--- config.mk ---
export PLATFORM = sky130hd
export DESIGN_NAME = sm_stripe_mapper
export DESIGN_NICKNAME = d
export VERILOG_FILES = /design/src/rtl/sm_pkg.sv /design/src/rtl/sm_capacity.sv /design/src/rtl/sm_locate.sv /design/src/rtl/sm_nonce.sv /design/src/rtl/sm_stripe_mapper.sv
export SDC_FILE = /design/constraint.sdc
export NUM_CORES = 1
export LEC_CHECK = 0
export ABC_AREA = 1
export BUFFER_PORTS_ARGS = -buffer_cell sky130_fd_sc_hd__clkbuf_2
export CORE_AREA = 2 2 190 192
export CTS_CLUSTER_DIAMETER = 120
export DETAILED_ROUTE_END_ITERATION = 10
export DIE_AREA = 0 0 192 194
export PLACE_DENSITY = 0.55
export RECOVER_POWER = 25
export SYNTH_ARGS = -nofsm -noshare
export SYNTH_HDL_FRONTEND = slang
export SYNTH_SLANG_ARGS = --single-unit
export TNS_END_PERCENT = 1
--- constraint.sdc ---
create_clock -name clk -period 3.2 [get_ports clk]
set_input_delay 0.16 -clock clk [delete_from_list [all_inputs] [get_ports clk]]
set_output_delay 0.16 -clock clk [all_outputs]
set_load 0.05 [all_outputs]
--- src/rtl/sm_pkg.sv ---
package sm_pkg;
  // Card select encoding: the stripe bit picks the card directly.
  typedef enum logic {
    CARD_A = 1'b0,
    CARD_B = 1'b1
  } card_e;

  // Nonce layout in bytes.
  localparam int unsigned DEF_KEEP_BYTES = 12;
  localparam int unsigned DEF_TAIL_BYTES = 4;
endpackage

--- src/rtl/sm_capacity.sv ---
module sm_capacity #(
  parameter int unsigned CNT_W = 31
) (
  input  logic [CNT_W-1:0] cnt_a_i,
  input  logic [CNT_W-1:0] cnt_b_i,
  output logic [CNT_W:0]   cap_o,
  output logic             cap_zero_o
);
  function automatic logic [CNT_W-1:0] smaller(input logic [CNT_W-1:0] a,
                                               input logic [CNT_W-1:0] b);
    return (a < b) ? a : b;
  endfunction

  // Each card loses its key sector; both cards contribute one stripe each.
  function automatic logic [CNT_W:0] usable(input logic [CNT_W-1:0] m);
    logic [CNT_W-1:0] data_secs;
    if (m == '0) return '0;
    data_secs = m - 1'b1;
    return {data_secs, 1'b0};
  endfunction

  logic [CNT_W-1:0] min_w;
  assign min_w      = smaller(cnt_a_i, cnt_b_i);
  assign cap_o      = usable(min_w);
  assign cap_zero_o = (cap_o == '0);
endmodule

--- src/rtl/sm_locate.sv ---
module sm_locate #(
  parameter int unsigned CNT_W = 31,
  localparam int unsigned LBA_W = CNT_W + 1
) (
  input  logic [LBA_W-1:0] lba_i,
  input  logic [CNT_W:0]   cap_i,
  output sm_pkg::card_e    card_o,
  output logic [CNT_W-1:0] pba_o,
  output logic             in_range_o
);
  function automatic logic [CNT_W-1:0] to_physical(input logic [LBA_W-1:0] lba);
    logic [CNT_W-1:0] half;
    half = lba[LBA_W-1:1];
    return half + 1'b1;
  endfunction

  assign card_o     = sm_pkg::card_e'(lba_i[0]);
  assign pba_o      = to_physical(lba_i);
  assign in_range_o = (lba_i < cap_i);
endmodule

--- src/rtl/sm_nonce.sv ---
module sm_nonce #(
  parameter int unsigned LBA_W      = 32,
  parameter int unsigned KEEP_BYTES = sm_pkg::DEF_KEEP_BYTES,
  parameter int unsigned TAIL_BYTES = sm_pkg::DEF_TAIL_BYTES,
  localparam int unsigned KEEP_W    = 8 * KEEP_BYTES,
  localparam int unsigned TAIL_W    = 8 * TAIL_BYTES,
  localparam int unsigned NONCE_W   = KEEP_W + TAIL_W
) (
  input  sm_pkg::card_e     card_i,
  input  logic [KEEP_W-1:0] seed_a_i,
  input  logic [KEEP_W-1:0] seed_b_i,
  input  logic [LBA_W-1:0]  lba_i,
  output logic [NONCE_W-1:0] nonce_o
);
  logic [KEEP_W-1:0] other_w;
  logic [TAIL_W-1:0] tail_w;

  // The nonce always comes from the card that is not touched.
  assign other_w = (card_i == sm_pkg::CARD_A) ? seed_b_i : seed_a_i;

  generate
    if (LBA_W == TAIL_W) begin : g_tail_exact
      assign tail_w = lba_i;
    end else if (LBA_W < TAIL_W) begin : g_tail_pad
      assign tail_w = {{(TAIL_W - LBA_W){1'b0}}, lba_i};
    end else begin : g_tail_bad
      initial $error("sm_nonce: logical number wider than nonce tail");
      assign tail_w = lba_i[TAIL_W-1:0];
    end
  endgenerate

  // Big-endian: the most significant byte of each field sits at the lower byte index.
  assign nonce_o = {other_w, tail_w};
endmodule

--- src/rtl/sm_stripe_mapper.sv ---
module sm_stripe_mapper #(
  parameter int unsigned CNT_W      = 31,
  parameter int unsigned KEEP_BYTES = sm_pkg::DEF_KEEP_BYTES,
  parameter int unsigned TAIL_BYTES = sm_pkg::DEF_TAIL_BYTES,
  localparam int unsigned LBA_W     = CNT_W + 1,
  localparam int unsigned KEEP_W    = 8 * KEEP_BYTES,
  localparam int unsigned NONCE_W   = 8 * (KEEP_BYTES + TAIL_BYTES)
) (
  input  logic               clk,
  input  logic               rst_n,
  input  logic               req_valid_i,
  output logic               req_ready_o,
  input  logic [LBA_W-1:0]   req_lba_i,
  input  logic [CNT_W-1:0]   sectors_a_i,
  input  logic [CNT_W-1:0]   sectors_b_i,
  input  logic [KEEP_W-1:0]  seed_a_i,
  input  logic [KEEP_W-1:0]  seed_b_i,
  output logic               rsp_valid_o,
  input  logic               rsp_ready_i,
  output logic               rsp_card_o,
  output logic [CNT_W-1:0]   rsp_pba_o,
  output logic [NONCE_W-1:0] rsp_nonce_o,
  output logic               rsp_err_o,
  output logic [CNT_W:0]     capacity_o
);
  // Named internal events.
  logic accept_w, stall_w, in_range_w, cap_zero_w;
  sm_pkg::card_e     card_w;
  logic [CNT_W-1:0]   pba_w;
  logic [NONCE_W-1:0] nonce_w;

  sm_capacity #(.CNT_W(CNT_W)) u_cap (
    .cnt_a_i   (sectors_a_i),
    .cnt_b_i   (sectors_b_i),
    .cap_o     (capacity_o),
    .cap_zero_o(cap_zero_w)
  );

  sm_locate #(.CNT_W(CNT_W)) u_loc (
    .lba_i     (req_lba_i),
    .cap_i     (capacity_o),
    .card_o    (card_w),
    .pba_o     (pba_w),
    .in_range_o(in_range_w)
  );

  sm_nonce #(
    .LBA_W     (LBA_W),
    .KEEP_BYTES(KEEP_BYTES),
    .TAIL_BYTES(TAIL_BYTES)
  ) u_non (
    .card_i  (card_w),
    .seed_a_i(seed_a_i),
    .seed_b_i(seed_b_i),
    .lba_i   (req_lba_i),
    .nonce_o (nonce_w)
  );

  assign stall_w     = rsp_valid_o && !rsp_ready_i;
  assign req_ready_o = !stall_w;
  assign accept_w    = req_valid_i && req_ready_o;

  always_ff @(posedge clk or negedge rst_n) begin
    if (!rst_n) begin
      rsp_valid_o <= 1'b0;
      rsp_card_o  <= 1'b0;
      rsp_pba_o   <= '0;
      rsp_nonce_o <= '0;
      rsp_err_o   <= 1'b0;
    end else if (accept_w) begin
      rsp_valid_o <= 1'b1;
      rsp_err_o   <= !in_range_w;
      rsp_card_o  <= in_range_w ? logic'(card_w) : 1'b0;
      rsp_pba_o   <= in_range_w ? pba_w : '0;
      rsp_nonce_o <= in_range_w ? nonce_w : '0;
    end else if (rsp_ready_i) begin
      rsp_valid_o <= 1'b0;
    end
  end


  accept_to_valid_chk: assert property (@(posedge clk) disable iff (!rst_n)
    accept_w |=> rsp_valid_o);


  hold_while_stalled_chk: assert property (@(posedge clk) disable iff (!rst_n)
    stall_w |=> rsp_valid_o && $stable(rsp_pba_o) && $stable(rsp_nonce_o)
                && $stable(rsp_err_o) && $stable(rsp_card_o));


  key_sector_untouched_chk: assert property (@(posedge clk) disable iff (!rst_n)
    rsp_valid_o && !rsp_err_o |-> rsp_pba_o != '0);


  error_no_address_chk: assert property (@(posedge clk) disable iff (!rst_n)
    rsp_valid_o && rsp_err_o |-> rsp_pba_o == '0 && rsp_nonce_o == '0);


  card_matches_tail_chk: assert property (@(posedge clk) disable iff (!rst_n)
    rsp_valid_o && !rsp_err_o |-> rsp_card_o == rsp_nonce_o[0]);


  capacity_bound_chk: assert property (@(posedge clk) disable iff (!rst_n)
    capacity_o <= {sectors_a_i, 1'b0} && capacity_o <= {sectors_b_i, 1'b0});


  zero_capacity_rejects_chk: assert property (@(posedge clk) disable iff (!rst_n)
    accept_w && cap_zero_w |=> rsp_err_o);
endmodule

* After elaboration in Yosys (flattened, before gate mapping)
Cells that the tools add are included. Widths: inputs -> output; s select.
Cells by class: mux-type cells 10, add/subtract/negate cells 2, magnitude comparators 2, reduce and logical (&&, ||, !) cells 7
Operator list (number):
- $mux 128 | 1
- $mux 96 | 1
- $mux 32 | 2
- $mux 31 | 2
- $lt 32x32->1 | 1
- $add 31x1->31 const B | 1
- $logic_not 31->1 | 1
- $lt 31x31->1 | 1
- $sub 31x1->31 const B | 1
- $mux 1 | 4
- $logic_not 1->1 | 3
- $logic_and 1x1->1 | 2
- $reduce_bool 2->1 | 1
Storage, ports and cells: bits in registers 162, input port bits 290, word-level logic and storage cells 26, output and inout bits 195

* Longest topological paths before layout
Gate-level depths: netlist of run 1.
word-level depth 7, gate-level depth with buffers 42, depth with buffers taken out 40

* By module
From an unflattened synthesis of run 1, not the netlist that was laid out.
Unflattened totals: cells, all modules 2240, area, all modules 13834.5 um2
By module, submodules not included:
- sm_stripe_mapper | sequential area each 4053.9 um2, times used 1, cells an instance 1041, area each 7739.9 um2
- sm_capacity | sequential area each 0.0 um2, times used 1, cells an instance 590, area each 2999.1 um2
- sm_locate | sequential area each 0.0 um2, times used 1, cells an instance 267, area each 1627.8 um2
- sm_nonce | sequential area each 0.0 um2, times used 1, cells an instance 342, area each 1467.7 um2

* Worst setup path before layout of run 1
No wires, ideal clock.
path type input-to-reg, start in sectors_b_i[26], end reg rsp_err_o, buffers on the path 4, slack -1978 ps, stages on the path 33, required time 3082 ps, arrival 5061 ps, setup time 118 ps, cells stage by stage inv_1 > ha_1 > nand2_1 > nor2_1 > and2_4 > nand2_2 > nor2_4 > nor2_4 > nand2_4 > buf_4 > nand2_1 > o21ai_1 > ha_1 > nand3_1 > nor2_4 > nand2_2 > nor2_1 > nand2_1 > buf_2 > clkinv_1 > nor3b_1 > inv_1 > ha_1 > a21oi_1 > nor2_1 > a211oi_1 > o221ai_1 > a21oi_1 > nand2_4 > buf_12 > buf_12 > nand2_1 > nand2_1
On the way: cells in the longest elaborated chain, start to end 7, elaborated cells between the ends (all ways) 8, those cells by class add/sub (1); order compare (2); mux (3); reduce/logical (2)
RTL lines:
- from (decl) | RTL line sm_stripe_mapper.sv:15 | input logic [CNT_W-1:0] sectors_b_i,
- $lt 31x31->1 | RTL line sm_capacity.sv:11 | return (a < b) ? a : b;
- $mux 31 * | RTL line sm_capacity.sv:11
- parallel branches: the longest is 2 deep, another holds $sub 31x1->31
- $mux 32 * | RTL line sm_capacity.sv:18 | data_secs = m - 1'b1;
- net capacity_o[16] | RTL line sm_stripe_mapper.sv:24 | output logic [CNT_W:0] capacity_o
- $lt 32x32->1 * | RTL line sm_locate.sv:19 | assign in_range_o = (lba_i < cap_i);
- $logic_not 1->1 * | RTL line sm_stripe_mapper.sv:72 | rsp_err_o <= !in_range_w;
- to (signal assigned) | RTL line sm_stripe_mapper.sv:72
- to (decl) | RTL line sm_stripe_mapper.sv:23 | output logic rsp_err_o,
Mark *: on every way through the listed nets, which the timed path passes. A chain may end at the register's enable or synchronous reset.

* Worst setup path after layout of run 1
start in sectors_b_i[30], end reg rsp_pba_o[21]
On the way: cells in the longest elaborated chain, start to end 7, elaborated cells between the ends (all ways) 8, those cells by class add/sub (1); order compare (2); mux (4); reduce/logical (1)
RTL lines:
- $lt 31x31->1 | RTL line sm_capacity.sv:11
- $mux 31 * | RTL line sm_capacity.sv:11
- parallel branches: the longest is 2 deep, another holds $sub 31x1->31
- $mux 32 * | RTL line sm_capacity.sv:18
- $lt 32x32->1 * | RTL line sm_locate.sv:19
- $mux 31 * | RTL line sm_stripe_mapper.sv:74 | rsp_pba_o <= in_range_w ? pba_w : '0;
- to (signal assigned) | RTL line sm_stripe_mapper.sv:74
- to (decl) | RTL line sm_stripe_mapper.sv:21 | output logic [CNT_W-1:0] rsp_pba_o,
Mark *: on every way between the ends.

==> run summary, run 1 <==
IO Pins: 485
asr flop ratio synth: 1.00
GP Congestion: 0.853
ANT nets after route: 0
status: finished with violations
placed cell areas: 16000 µm²
Gate Count Post-Synth: 1386
Design Area, Final: 17300 µm²
Worst path slowest cell: nor4_4
Worst R2R Path Depth: 7
area grow syn2layout: 48.1%
failing checks: max-capacitance violations, max-slew violations, negative setup slack
initial antenna violation count: 9
number of H-tree levels: 4
drt total wl: 43.2 mm
worst reg2reg setup slack: 1.34 ns
Synth Flop Type: dfrtp_1
Max Used Layer: met5
post-layout minimum cycle time: 4.17 ns
critical path's largest stage delay: 0.30 ns
Lkg Pwr: 9.32 nW
Final Skew: 0.0102 ns
Die Area: 37200 µm²
r2r startpoint: rsp_valid_o
Synth Warn #: 0
first drt pass iteration count: 5
Storage cell area: 4030 µm²
clk sinks: 161
GRT overflow: 0
PD cells: 561 nW/µm²
fin util: 0.490
DRC violations left: 0
vias per cell: 4.71
Post-synth EDFFs: 0
largest net degree at the start of global routing: 104
Met2 Routed Length: 21.6 mm
PortBufs: 483
dpl ws: -1.53 ns
wl on met1: 16.4 mm
Worst-Margin Slew: 2.28 ns
Reg-to-Reg End: rsp_pba_o[30]
Mean Syn Cell Area: 8.41 µm²
num rows: 69
Max VDD drop: 351 µV
Setup crit start: sectors_b_i[30]
height of the die: 194 µm
setup slack after layout: -0.972 ns
Initial Utilization: 0.331
Initial DRC Count: 355
root buffer cell: clkbuf_16
multi-input combinational cell area: 7020 µm²
Max Buffers Root-to-Sink: 2
overall routing resource usage: 0.221
Synth Register Bits: 161
first-pass GRT wire length: 63.6 mm
vias in the first global route: 11650
CTS tree: done
crit path launch type: input port
Final period util: 1.30
CTS Buf Count: 17
max-cap check violation count: 1
Yosys cell types: 46
Vias: 11741
share of cells above drive strength 1: 0.475
die width: 192 µm
RSZ-0062 raised after global routing: yes
peak fanout along the critical path: 13
Final Setup Violations: 179
worst hold-check path type: in2reg
wire per inst: 17.3 µm
Fmax: 240 MHz
Crit Path Category: in2reg
Worst-path clk slew: 0.07 ns
dpl hpwl: 34.0 mm
most used cell, CP: nor2_4
final hold violation count: 0
CP Data Required Time: 3.49 ns
Syn Nets: 1738
Final #Nets: 2366
Setup crit end: rsp_pba_o[21]
core area: 35200 µm²
Seq/Total Area, Yosys: 0.346
WP data arrival: 4.46 ns
max-slew violation count: 84
slew margin rel.: -0.522
endpoint type of the worst setup path: register
met3 WL: 4.02 mm
Syn Std Cell Area: 11700 µm²
Filler cells: 3446
worst skew pair latency: 0.42 ns
-- stage by stage --
stage               hold slack, ns  total power [mW]  setup TNS, ns  cells
floorplan                   -0.136              5.78        -178.15   1386
global placement             0.271              7.32        -228.68   2432
detailed placement           0.277              7.39        -239.91   2432
CTS                        0.00377              9.61        -129.59   2474
global route                0.0470              10.2        -211.69   2490
finish                      0.0203              9.69        -147.44   2491
-- worst min path at each step --
stage / startpoint / depth (start not counted) / endpoint / slack (ns)
after CTS: req_lba_i[15] / 3 / rsp_nonce_o[15] / 0.004
after detailed placement: rst_n / 1 / rsp_nonce_o[86] / 0.28
after global placement: rst_n / 1 / rsp_nonce_o[95] / 0.27
after floorplan: rst_n / 0 / rsp_err_o / -0.14
final: req_lba_i[15] / 3 / rsp_nonce_o[15] / 0.02
after global routing: req_lba_i[15] / 3 / rsp_nonce_o[15] / 0.05
-- final cells by class --
class                   instances  area share
diodes                          4    0.000580
clock buffers                  18      0.0254
clock inverters                13     0.00928
inverters                     143      0.0320
multi-input cells            1007       0.407
flip-flops and latches        161       0.233
well taps                     461      0.0334
repair buffers                684       0.259
-- cells in the final DEF (no fill, tap or decap), drive strengths merged, types with 3 or more instances in the layout --
cell type and count:
clkbuf 482, nand2 307, buf 218, dfrtp 161
inv 145, a21oi 127, mux2 96, mux2i 96
nor2 90, o21ai 82, ha 62, nand3 38
nand3b 24, nand4 18, xor2 17, nor3 15
nor4 8, clkinv 6, diode 4, o221ai 4
o211ai 3, bufinv 3
-- power breakdown --
group	switching, mW	total [mW]	internal (mW)
registers	0.241	2.69	2.45
logic	3.32	4.90	1.59
clock network	0.853	2.10	1.25
-- per-layer routing --
layer | vias to the layer above | GRT usage
met2 | 331 | 0.394
met5 | - | 0
met3 | 57 | 0.0890
met4 | 10 | 0.0693
li1 | 5890 | -
met1 | 5453 | 0.238
-- state kept, by name, indices dropped and copies added (netlist names) --
name / count
rsp_err_o: 1
rsp_nonce_o: 128
rsp_pba_o: 31
rsp_valid_o: 1
-- kinds of logic after synthesis --
kind of cell | synth area share
XOR/XNOR | 0.0135
other | 0.000322
flip-flops | 0.346
AND/OR/NAND/NOR | 0.192
adder cells (fa/ha/maj) | 0.0666
AO/OA/AOI/OAI | 0.121
buffers and inverters | 0.0858
multiplexers | 0.175
-- cell usage after synthesis, types with 8 or more instances --
master      n  area share
ha_1       62       0.067
nand2_2    11      0.0059
dfrtp_1   161        0.35
o21ai_0    77       0.033
buf_2       8      0.0034
nand3_1    35       0.015
a21oi_1    70       0.030
inv_1     139       0.045
a21oi_2    57       0.043
buf_6      16       0.015
clkbuf_1   46       0.015
mux2_2     96       0.093
nor4_1      8      0.0043
xor2_1     17       0.013
nor3_1     15      0.0064
mux2i_1    96       0.082
nand2_1   293       0.094
nand4_1    18      0.0097
nor2_1     80       0.026
nand3b_1   24       0.015
-- critical path, delay by kind of cell --
| kind | cells | cell delay (ns) |
|---|---|---|
| fa+ha+maj | 3 | 0.72 |
| compound gates | 2 | 0.16 |
| buf+inv | 10 | 1.09 |
| simple gates | 17 | 2.13 |
| xor+xnor | 1 | 0.18 |
-- timing repair --
| item | CTS | global route |
|---|---|---|
| pin swaps | 10 | 9 |
| setup buffers | 8 | 8 |
| hold buffers | 2 | 0 |
| endpoints found under the hold margin | 82 | 0 |
| gates resized for setup | 50 | 61 |
| endpoints found under the setup margin | 189 | 191 |
| gates cloned | 1 | 5 |
Power figures use the tool's default switching activity.
==> run 2: changes to the inputs <==
--- a/config.mk
+++ b/config.mk
@@ -11,8 +11,9 @@
 export CTS_CLUSTER_DIAMETER = 120
 export DETAILED_ROUTE_END_ITERATION = 10
 export DIE_AREA = 0 0 192 194
+export HOLD_SLACK_MARGIN = 0.08
 export PLACE_DENSITY = 0.55
-export RECOVER_POWER = 25
+export RECOVER_POWER = 100
 export SYNTH_ARGS = -nofsm -noshare
 export SYNTH_HDL_FRONTEND = slang
 export SYNTH_SLANG_ARGS = --single-unit
==> constraint.sdc (replaced) <==
create_clock -name clk -period 4.7 [get_ports clk]
set_input_delay 0.235 -clock clk [delete_from_list [all_inputs] [get_ports clk]]
set_output_delay 0.235 -clock clk [all_outputs]
set_load 0.05 [all_outputs]
==> run summary, run 2 (synthesized netlist as in run 1, its figures left out) <==
Worst-Margin Slew: 2.44 ns
Die Area: 37200 µm²
largest net degree at the start of global routing: 102
combinational share of power: 0.477
CTS Buf Count: 17
first-pass GRT wire length: 62.0 mm
register share of total power: 0.304
commonest non-fill, non-tap cells in the layout: nand2_1, clkbuf_2, clkbuf_1
most common cell after layout, fill and taps aside: nand2_1
Final Skew: 0.0111 ns
dpl hpwl: 33.5 mm
Worst R2R Path Depth: 6
GRT overflow: 0
CTS tree: done
cell count of the worst hold path: 4
root buffer cell: clkbuf_16
first drt pass iteration count: 5
Crit path depth: 31
clk sinks: 161
critical path's largest stage delay: 0.30 ns
height of the die: 194 µm
max-cap check violation count: 3
worst hold-check path type: in2reg
Top Registers: rsp_nonce_o (128), rsp_pba_o (31)
area grow syn2layout: 30.0%
Max VDD drop: 235 µV
overall routing resource usage: 0.216
post-route insts no fill: 2352
drt total wl: 41.8 mm
number of H-tree levels: 4
peak fanout along the critical path: 38
family with the most delay on the worst path: simple AND/OR/NAND/NOR gates
Final Setup Violations: 0
failing checks: max-capacitance violations, max-slew violations
PD cells: 397 nW/µm²
CP Data Required Time: 5.04 ns
IO Pins: 485
slew margin rel.: -0.624
Final #Nets: 2226
final hold violation count: 0
WP data arrival: 4.65 ns
Net Switching: 2.93 mW
vias per cell: 4.82
Final period util: 0.917
setup slack after layout: 0.391 ns
max reg flops: 128
share of cells above drive strength 1: 0.309
Vias: 11345
Initial Utilization: 0.331
switching share of power: 0.487
Worst path slowest cell: nor4_2
vias in the first global route: 11212
endpoint type of the worst setup path: register
core area: 35200 µm²
Fmax: 232 MHz
DRC violations left: 0
crit path launch type: input port
Clk pwr share: 0.219
RSZ-0062 raised after global routing: yes
max-slew violation count: 152
GP Congestion: 0.884
Worst-path clk slew: 0.07 ns
num rows: 69
die width: 192 µm
post-layout minimum cycle time: 4.31 ns
worst skew pair latency: 0.43 ns
status: finished with violations
Crit Path Category: in2reg
wire per inst: 17.8 µm
initial antenna violation count: 3
Lkg Pwr: 7.74 nW
ANT nets after route: 0
placed cells: 2313
Largest Register: rsp_nonce_o
Max Buffers Root-to-Sink: 2
Buf+Inv Stages, Crit Path: 7
PortBufs: 483
Initial DRC Count: 472
internal power component: 3.08 mW
dpl ws: -0.110 ns
run 2: cell count changes in the layout (fill, tap and decap cells not counted), moves of 6 or more:
cell / change
o21ai_1: -20
buf_6: -6
clkbuf_1: +196
clkbuf_2: -163
nor2_2: -10
nand2_1: +7
nand3_1: +6
buf_4: -131
nor2_1: +15
o21ai_0: +21
buf_12: -16
run 2: path summary, 6_finish.rpt:
kind                       slack (ns)       startpoint         endpoint
max                              0.39  sectors_b_i[30]   rsp_nonce_o[4]
min                               0.1      rsp_ready_i      rsp_valid_o
max reg2reg                      1.53      rsp_valid_o    rsp_pba_o[24]
min reg2reg                      0.48   rsp_nonce_o[3]   rsp_nonce_o[3]
max in group asynchronous        0.91            rst_n  rsp_nonce_o[99]
min in group asynchronous        1.05            rst_n  rsp_nonce_o[72]
run 2: power by group through the flow:
stage	sequential [mW]	combinational [mW]	clock, mW
final	1.83	2.87	1.32
after detailed placement	1.85	2.95	0
after CTS	1.83	2.96	1.35
after global routing	1.86	3.07	1.41
after floorplan	2.82	1.11	0
after global placement	1.84	2.93	0
run 2: per-stage QoR:
step / utilization / hold slack (ns) / TNS, ns / area [µm²] / power [mW]
CTS: 0.436 / 0.0864 / 0 / 15300 / 6.14
floorplan: - / -0.0606 / -1.14 / 11700 / 3.93
global placement: 0.420 / 0.384 / -0.0450 / 14800 / 4.77
global route: 0.430 / 0.116 / 0 / 15100 / 6.35
finish: 0.430 / 0.0957 / 0 / 15100 / 6.01
detailed placement: 0.420 / 0.374 / -12.46 / 14800 / 4.81
run 2: final cells by class:
class,instances,area (µm²)
tap,461,577
inverter,143,542
timing repair buffer,544,2710
antenna,4,10.0
clock inverter,12,100
sequential,161,4030
fill,3715,20100
multi-input combinational,1007,6730
clock buffer,20,457
run 2: what timing repair did:
item,4_1_cts,5_1_grt
buffers inserted,0,1
hold buffers,1,0
gates resized for setup,0,8
endpoints found under the hold margin,89,0
setup endpoints to repair,0,156
run 2: layer usage:
| metal | up-vias | GRT usage | part of all wire |
|---|---|---|---|
| met4 | 0 | 0.0673 | 0.023 |
| met5 | - | 0 | 0 |
| met2 | 347 | 0.383 | 0.50 |
| li1 | 5615 | - | - |
| met3 | 47 | 0.0787 | 0.093 |
| met1 | 5336 | 0.238 | 0.39 |
run 2: worst min-delay path, cell delays in order:
cell	delay (ns)
clkbuf_2	0.07
inv_1	0.03
nand2_1	0.09
nand2_1	0.06
==> run 3: changes to the inputs <==
--- a/config.mk
+++ b/config.mk
@@ -12,7 +12,7 @@
 export DETAILED_ROUTE_END_ITERATION = 10
 export DIE_AREA = 0 0 192 194
 export HOLD_SLACK_MARGIN = 0.08
-export PLACE_DENSITY = 0.55
+export PLACE_DENSITY = 0.57
 export RECOVER_POWER = 100
 export SYNTH_ARGS = -nofsm -noshare
 export SYNTH_HDL_FRONTEND = slang
==> run summary, run 3 (synthesized netlist as in run 1, its figures left out) <==
number of H-tree levels: 4
Final #Nets: 2207
Worst path slowest cell: ha_1
post-layout minimum cycle time: 4.27 ns
Initial Utilization: 0.331
max reg flops: 128
Max Buffers Root-to-Sink: 2
die width: 192 µm
Crit Path Category: in2reg
largest net degree at the start of global routing: 95
PD cells: 405 nW/µm²
placed cells: 2296
num rows: 69
area grow syn2layout: 29.4%
initial antenna violation count: 6
Die Area: 37200 µm²
clk sinks: 161
WP data arrival: 4.55 ns
dpl hpwl: 32.8 mm
critical path's largest stage delay: 0.34 ns
Worst-path clk slew: 0.07 ns
RSZ-0062 raised after global routing: yes
commonest non-fill, non-tap cells in the layout: nand2_1, clkbuf_2, clkbuf_1
share of cells above drive strength 1: 0.300
Worst-Margin Slew: 3.34 ns
status: finished with violations
Final Skew: 0.00904 ns
failing checks: max-capacitance violations, max-slew violations
endpoint type of the worst setup path: register
Vias: 11273
wire per inst: 17.7 µm
max-slew violation count: 69
Largest Register: rsp_nonce_o
max-cap check violation count: 1
slew margin rel.: -1.23
drt total wl: 41.2 mm
Buf+Inv Stages, Crit Path: 4
crit path launch type: input port
worst hold-check path type: in2reg
overall routing resource usage: 0.215
Post-CTS Setup Bufs: 0
Fmax: 234 MHz
hold slack: 0.121 ns
core area: 35200 µm²
post-route insts no fill: 2333
family with the most delay on the worst path: simple AND/OR/NAND/NOR gates
GRT overflow: 0
first drt pass iteration count: 4
vias in the first global route: 11354
Lkg Pwr: 7.70 nW
height of the die: 194 µm
most common cell after layout, fill and taps aside: nand2_1
dpl ws: -0.150 ns
final hold violation count: 0
worst skew pair latency: 0.42 ns
Final period util: 0.907
CTS tree: done
Max VDD drop: 244 µV
Filler cells: 3650
CTS Buf Count: 17
ANT nets after route: 0
CP Data Required Time: 4.98 ns
Power Total: 6.11 mW
root buffer cell: clkbuf_16
IO Pins: 485
DRC violations left: 0
peak fanout along the critical path: 40
most used cell, CP: nand2_1
first-pass GRT wire length: 62.5 mm
Initial DRC Count: 427
Final Setup Violations: 0
fin util: 0.428
PortBufs: 483
setup slack after layout: 0.435 ns
worst reg2reg setup slack: 2.50 ns
Top Registers: rsp_nonce_o (128), rsp_pba_o (31)
vias per cell: 4.83
GP Congestion: 0.893
[run 3: cell types whose count changed in the layout (fill, tap and decap cells not counted), moves of 2 or more]
cell        delta
bufinv_16      +3
inv_6          -2
clkbuf_2       -2
buf_4         -18
clkinvlp_4     -4
buf_12         +2
[run 3: path summary, 6_finish.rpt]
path,from,endpoint,depth (start not counted)
worst max-delay path,sectors_b_i[26],rsp_nonce_o[45],29
worst min-delay path,req_lba_i[20],rsp_nonce_o[20],3
worst max register to register,rsp_valid_o,rsp_nonce_o[45],5
worst min register to register,rsp_pba_o[18],rsp_pba_o[18],2
max in group asynchronous,rst_n,rsp_nonce_o[30],3
min in group asynchronous,rst_n,rsp_nonce_o[85],2
[run 3: final cells by class]
cell class	instances	area, µm²	area share
Timing Repair Buffer	526	2590	0.172
Clock buffer	20	457	0.0303
Inverter	143	542	0.0359
Tap cell	461	577	0.0383
Multi-Input combinational cell	1006	6720	0.445
Clock inverter	11	156	0.0104
Antenna cell	5	12.5	0.000830
Sequential cell	161	4030	0.267
[run 3: power by group]
group          switching [mW]  internal, mW
clock                   0.584         0.868
combinational            2.14         0.685
sequential              0.167          1.67
total                    2.89          3.22
[run 3: what timing repair did]
item	in CTS	in global routing
gates resized for setup	0	4
hold buffers	1	0
setup endpoints to repair	0	158
hold endpoints to repair	67	0
[run 3: worst reg2reg max path: cells and delay by family (launching register included)]
kind	cells	cell delay, ns
AND/OR/NAND/NOR	2	0.35
buffers and inverters	2	1.13
AO/OA/AOI/OAI	1	0.21
flip-flops	1	0.38
[run 3: per-stage QoR]
| stage | setup TNS (ns) | area, µm² |
|---|---|---|
| detailed placement | -16.79 | 14700 |
| finish | 0 | 15100 |
| global placement | 0 | 14700 |
| floorplan | -1.14 | 11700 |
| global route | -1.77 | 15100 |
| CTS | 0 | 15300 |
[run 3: metal layers]
layer,GRT usage,vias up,part of all wire
met3,0.0757,67,0.093
met5,0,-,0.00032
met2,0.369,366,0.48
met1,0.241,5272,0.39
li1,-,5566,-
met4,0.0865,2,0.033
